==> src/rtl/usr_pkg.sv <==
package usr_pkg;
  typedef enum logic [2:0] {
    OP_CLR  = 3'd0,
    OP_HOLD = 3'd1,
    OP_UP   = 3'd2,
    OP_DOWN = 3'd3,
    OP_LOAD = 3'd4
  } op_e;

  localparam logic [1:0] MODE_HOLD = 2'b00;
  localparam logic [1:0] MODE_UP   = 2'b01;
  localparam logic [1:0] MODE_DOWN = 2'b10;
  localparam logic [1:0] MODE_LOAD = 2'b11;
endpackage

==> src/rtl/usr_mode_dec.sv <==
module usr_mode_dec
  import usr_pkg::*;
(
  input  logic       srst_n,
  input  logic [1:0] mode,
  output op_e        op,
  output logic       load_sel
);
  assign load_sel = (mode == MODE_LOAD);

  always_comb begin
    if (!srst_n) op = OP_CLR;
    else begin
      unique case (mode)
        MODE_UP:   op = OP_UP;
        MODE_DOWN: op = OP_DOWN;
        MODE_LOAD: op = OP_LOAD;
        default:   op = OP_HOLD;
      endcase
    end
  end
endmodule

==> src/rtl/usr_bit_slice.sv <==
module usr_bit_slice
  import usr_pkg::*;
(
  input  op_e  op,
  input  logic cur,
  input  logic from_lower,
  input  logic from_upper,
  input  logic pad,
  output logic nxt
);
  always_comb begin
    unique case (op)
      OP_CLR:  nxt = 1'b0;
      OP_UP:   nxt = from_lower;
      OP_DOWN: nxt = from_upper;
      OP_LOAD: nxt = pad;
      default: nxt = cur;
    endcase
  end
endmodule

==> src/rtl/usr_pad_ctl.sv <==
module usr_pad_ctl #(
  parameter int WIDTH = 8
) (
  input  logic             en_a_n,
  input  logic             en_b_n,
  input  logic             load_sel,
  output logic [WIDTH-1:0] pad_oe
);
  logic drive;
  assign drive  = ~en_a_n & ~en_b_n & ~load_sel;
  assign pad_oe = {WIDTH{drive}};
endmodule

==> src/rtl/usr_shift_reg.sv <==
module usr_shift_reg
  import usr_pkg::*;
#(
  parameter int WIDTH = 8
) (
  input  logic             clk,
  input  logic             srst_n,
  input  logic [1:0]       mode,
  input  logic             en_a_n,
  input  logic             en_b_n,
  input  logic             ser_in_lo,
  input  logic             ser_in_hi,
  input  logic [WIDTH-1:0] pad_i,
  output logic [WIDTH-1:0] pad_o,
  output logic [WIDTH-1:0] pad_oe,
  output logic             ser_out_lo,
  output logic             ser_out_hi
);
  localparam int MSB = WIDTH - 1;

  op_e              op;
  logic             load_sel;
  logic [WIDTH-1:0] q;
  logic [WIDTH-1:0] q_nxt;

  usr_mode_dec u_dec (
    .srst_n   (srst_n),
    .mode     (mode),
    .op       (op),
    .load_sel (load_sel)
  );

  for (genvar i = 0; i < WIDTH; i++) begin : g_bit
    logic lower_src;
    logic upper_src;
    if (i == 0) begin : g_lo_end
      assign lower_src = ser_in_lo;
    end else begin : g_lo_mid
      assign lower_src = q[i-1];
    end
    if (i == MSB) begin : g_hi_end
      assign upper_src = ser_in_hi;
    end else begin : g_hi_mid
      assign upper_src = q[i+1];
    end

    usr_bit_slice u_slice (
      .op         (op),
      .cur        (q[i]),
      .from_lower (lower_src),
      .from_upper (upper_src),
      .pad        (pad_i[i]),
      .nxt        (q_nxt[i])
    );
  end

  always_ff @(posedge clk) q <= q_nxt;

  usr_pad_ctl #(.WIDTH(WIDTH)) u_pad (
    .en_a_n   (en_a_n),
    .en_b_n   (en_b_n),
    .load_sel (load_sel),
    .pad_oe   (pad_oe)
  );

  assign pad_o      = q;
  assign ser_out_lo = q[0];
  assign ser_out_hi = q[MSB];

  logic past_valid = 1'b0;
  always_ff @(posedge clk) past_valid <= 1'b1;


  reset_clears_chk: assert property (@(posedge clk) disable iff (!past_valid)
    !srst_n |=> pad_o == '0);


  load_capture_chk: assert property (@(posedge clk) disable iff (!past_valid)
    (srst_n && mode == MODE_LOAD) |=> pad_o == $past(pad_i));


  shift_up_chk: assert property (@(posedge clk) disable iff (!past_valid)
    (srst_n && mode == MODE_UP) |=> pad_o == {$past(pad_o[WIDTH-2:0]), $past(ser_in_lo)});


  shift_down_chk: assert property (@(posedge clk) disable iff (!past_valid)
    (srst_n && mode == MODE_DOWN) |=> pad_o == {$past(ser_in_hi), $past(pad_o[MSB:1])});


  hold_stable_chk: assert property (@(posedge clk) disable iff (!past_valid)
    (srst_n && mode == MODE_HOLD) |=> $stable(pad_o));


  oe_release_chk: assert property (@(posedge clk)
    (en_a_n || en_b_n || mode == MODE_LOAD) |-> pad_oe == '0);


  oe_drive_chk: assert property (@(posedge clk)
    (!en_a_n && !en_b_n && mode != MODE_LOAD) |-> pad_oe == '1);


  serial_out_chk: assert property (@(posedge clk) disable iff (!past_valid)
    ser_out_lo == pad_o[0] && ser_out_hi == pad_o[MSB]);
endmodule

==> config.mk <==
export PLATFORM = sky130hd
export DESIGN_NAME = usr_shift_reg
export DESIGN_NICKNAME = d
export VERILOG_FILES = /design/src/rtl/usr_pkg.sv /design/src/rtl/usr_mode_dec.sv /design/src/rtl/usr_bit_slice.sv /design/src/rtl/usr_pad_ctl.sv /design/src/rtl/usr_shift_reg.sv
export SDC_FILE = /design/constraint.sdc
export NUM_CORES = 1
export LEC_CHECK = 0
export BUFFER_PORTS_ARGS = -buffer_cell sky130_fd_sc_hd__buf_2
export CORE_UTILIZATION = 40
export CTS_CLUSTER_SIZE = 16
export DETAILED_ROUTE_END_ITERATION = 12
export PLACE_DENSITY = 0.72
export SETUP_SLACK_MARGIN = 0.15
export SYNTH_ARGS = -nofsm -noshare
export SYNTH_HDL_FRONTEND = slang
export SYNTH_SLANG_ARGS = --single-unit
==> constraint.sdc <==
create_clock -name clk -period 1.75 [get_ports clk]
set_clock_uncertainty 0.05 [all_clocks]
set_input_delay 0.0875 -clock clk [delete_from_list [all_inputs] [get_ports clk]]
set_output_delay 0.0875 -clock clk [all_outputs]
set_load 0.01 [all_outputs]
==> impl_results.md <==
* Outcome: completed
* Post-Synthesis Cells at slightly below 50
* Warnings, synthesis at 0
* Setup total negative slack at 0 ns
* Worst rel slew slack at approximately 65%
* Number of DRC markers in iteration 0 at 2
* Utilization of the core after routing at 49.62%
* Number of nets in the final layout at between 80 and 90
* Cell type of the slowest stage on the worst timing path: nor3_1
* Footprint of the multi-input gates at ~200 um2
* Number of slew-limit violations in the final report at 0
* Setup slack after placement at approximately 0.4 ns
* Total Die Area at 1614 um2
* Netlist Area Pre-Place at 583.1 um2
* Cell type with the highest occurrence count on the critical path: buf_2
* Type of the worst setup path: in -> out
* TritonCTS Sinks at 8
* Htree depth at 1
* Starting density of the core at between 40% and 50%
* Count of cell types in the netlist at 12
* Ant diodes at 0
* Power per unit of standard cell area at approximately 760 nW/um2
* Width of the die at about 40 um
* Count of port buffers added during placement at 33
* Sequential cell area at approximately 240 um2
* Cell class contributing the biggest share of worst-path delay: simple AND/OR/NAND/NOR gates
* Largest register FFs at 8
* First-pass iteration count of the detailed router at 2
* Deepest clock path buffer count at 2
* Worst-Margin Slew at about 0.52 ns
* Startpoint kind of the worst setup timing path: input pin
* Cts-stage hold buffer count at 0
* Highest achievable clock rate at between 800 and 900 MHz
* Count of state elements after synthesis at 8
* Number of design rule violations left after detail routing at 0
* Via total after detailed routing at between 400 and 500
* Final wirelength at around 1000 um
* Maximum vdd ir drop at around 0.27 mV
* Required time of the critical path at roughly 1.6 ns
* Post-Synthesis Mean Instance Area at approximately 12 um2
* Fraction of final layout cells sized beyond drive strength 1 at about 55%
* Number of global-route vias before repair at 386
* Placement Rows at 13
* Antenna viol nets, final at 0
* CP Cell Sequence: buf_2, ha_1, nor3_1, buf_2
* Signal arrival time at the worst endpoint at around 1.1 ns
* Worst Hold Margin at 0.06080 ns
* Post-CTS sizing at 0
* Final Critical Period at between 1 and 1.5 ns
* Fill count at 140
* Hold violation total from the final report at 0
* Reg clk slew, reported paths at roughly 0.050 ns
* Leftover overflow at the end of global routing at 0
* GRT Resource Usage Total at 15.68%
* Number of antenna violations at the first check in global routing at 0
* Crit path buf inv count at 2
* Commonest non-fill, non-tap cell in the layout: buf_2
* Area growth from synthesis to layout at 13.52%
* Standby leakage power at 0.3388 nW
* Final count of negative-setup-slack endpoints at 0
* Count of max-cap constraint violations at 0
* Cell chosen for the clock root: clkbuf_4
* Vias per cell at roughly 4.9
* Final worst slack at 0.5437 ns
* Setup crit end kind: output port
* Number of CTS-inserted buffers at 3
* First-pass GRT wire length at between 1500 and 2000 um
* Total core area at about 1300 um2
* Highest cell delay on the worst timing path at between 0.4 and 0.5 ns
* Source-to-sink clock delay at the later pin of the worst-skew pair at ~0.25 ns
* Number of nets produced by synthesis at 66
* Class of the tightest hold or removal check: in -> reg
* Setup bufs post-CTS at 0
* Routed length per instance at ~12 um
* Unrepaired setup endpoints after global routing: false
* Worst-path fanout max at 8
* Detail Placement HPWL at 776 um
* Sequential share of the synthesized area at between 40 and 50%
* Fin crit share at around 69%
* Final Wtd Congestion at 0.7086
* Highest-count cells in the layout ignoring fill and taps: 33 x buf_2, 8 x mux2i_1, 8 x o2bb2ai_1, 8 x edfxtp_1, 3 x clkbuf_4
* Height of the chip at between 40 and 50 um
* I/O Pins at 34
* TritonCTS clock tree: yes
* Maximum number of pins on one net before global-route repair at 11
## worst paths after layout
check / cells after the start / slack, ns / from / endpoint
setup / recovery: 4 / 0.54 / mode[0] / pad_oe[3]
hold / removal: 2 / 0.06 / pad_i[3] / pad_o[3]
setup reg to reg: 2 / 0.77 / pad_o[5] / pad_o[4]
hold reg to reg: 2 / 0.60 / pad_o[7] / pad_o[6]
## cell families after synthesis
kind of cell | Yosys count | synth area share (%)
AND/OR/NAND/NOR | 5 | 5.579
adder cells (fa/ha/maj) | 1 | 2.146
multiplexers | 8 | 13.73
flip-flops | 8 | 41.20
buffers and inverters | 18 | 24.46
AO/OA/AOI/OAI | 9 | 12.88
## Yosys cell counts
library cell	instances	area, um2
edfxtp_1	8	240.2
nor3_1	1	5.000
buf_6	2	22.52
buf_4	16	120.1
nand3b_1	1	7.510
and4b_1	1	10.01
o21ai_0	1	5.000
o2bb2ai_1	8	70.07
ha_1	1	12.51
mux2i_1	8	80.08
nor2_1	1	3.750
and2_1	1	6.260
## metrics by stage
| step | total power [mW] | std cells | cell area [um2] |
|---|---|---|---|
| after floorplan | 0.3452 | 49 | 583.1 |
| after global placement | 0.3634 | 81 | 639.4 |
| after detailed placement | 0.3664 | 81 | 639.4 |
| after CTS | 0.5055 | 84 | 661.9 |
| after global routing | 0.5278 | 84 | 661.9 |
| final | 0.5003 | 84 | 661.9 |
## power breakdown
group / leakage [nW] / switching [mW] / internal (mW)
clock: 0.0138 / 0.0608 / 0.0783
combinational: 0.234 / 0.0600 / 0.0549
sequential: 0.0911 / 0.0131 / 0.233
total: 0.339 / 0.134 / 0.366
## cell type report
| cell class | instances | area share (%) |
|---|---|---|
| timing repair buffer | 35 | 27.22 |
| tap | 15 | 2.836 |
| sequential | 8 | 36.29 |
| clock buffer | 3 | 3.403 |
| multi-input combinational | 23 | 30.25 |
## per-layer routing
| metal | wire length, um | share of wire (%) | track usage [%] | vias to the layer above |
|---|---|---|---|---|
| met5 | 0 | 0 | 0 | - |
| met4 | 14 | 1.4 | 12.50 | 0 |
| met3 | 70 | 7.0 | 1.667 | 2 |
| met2 | 454 | 45 | 26.21 | 25 |
| met1 | 465 | 46 | 17.99 | 177 |
| li1 | - | - | - | 208 |
Note: power is estimated with default switching activity, not from simulation.
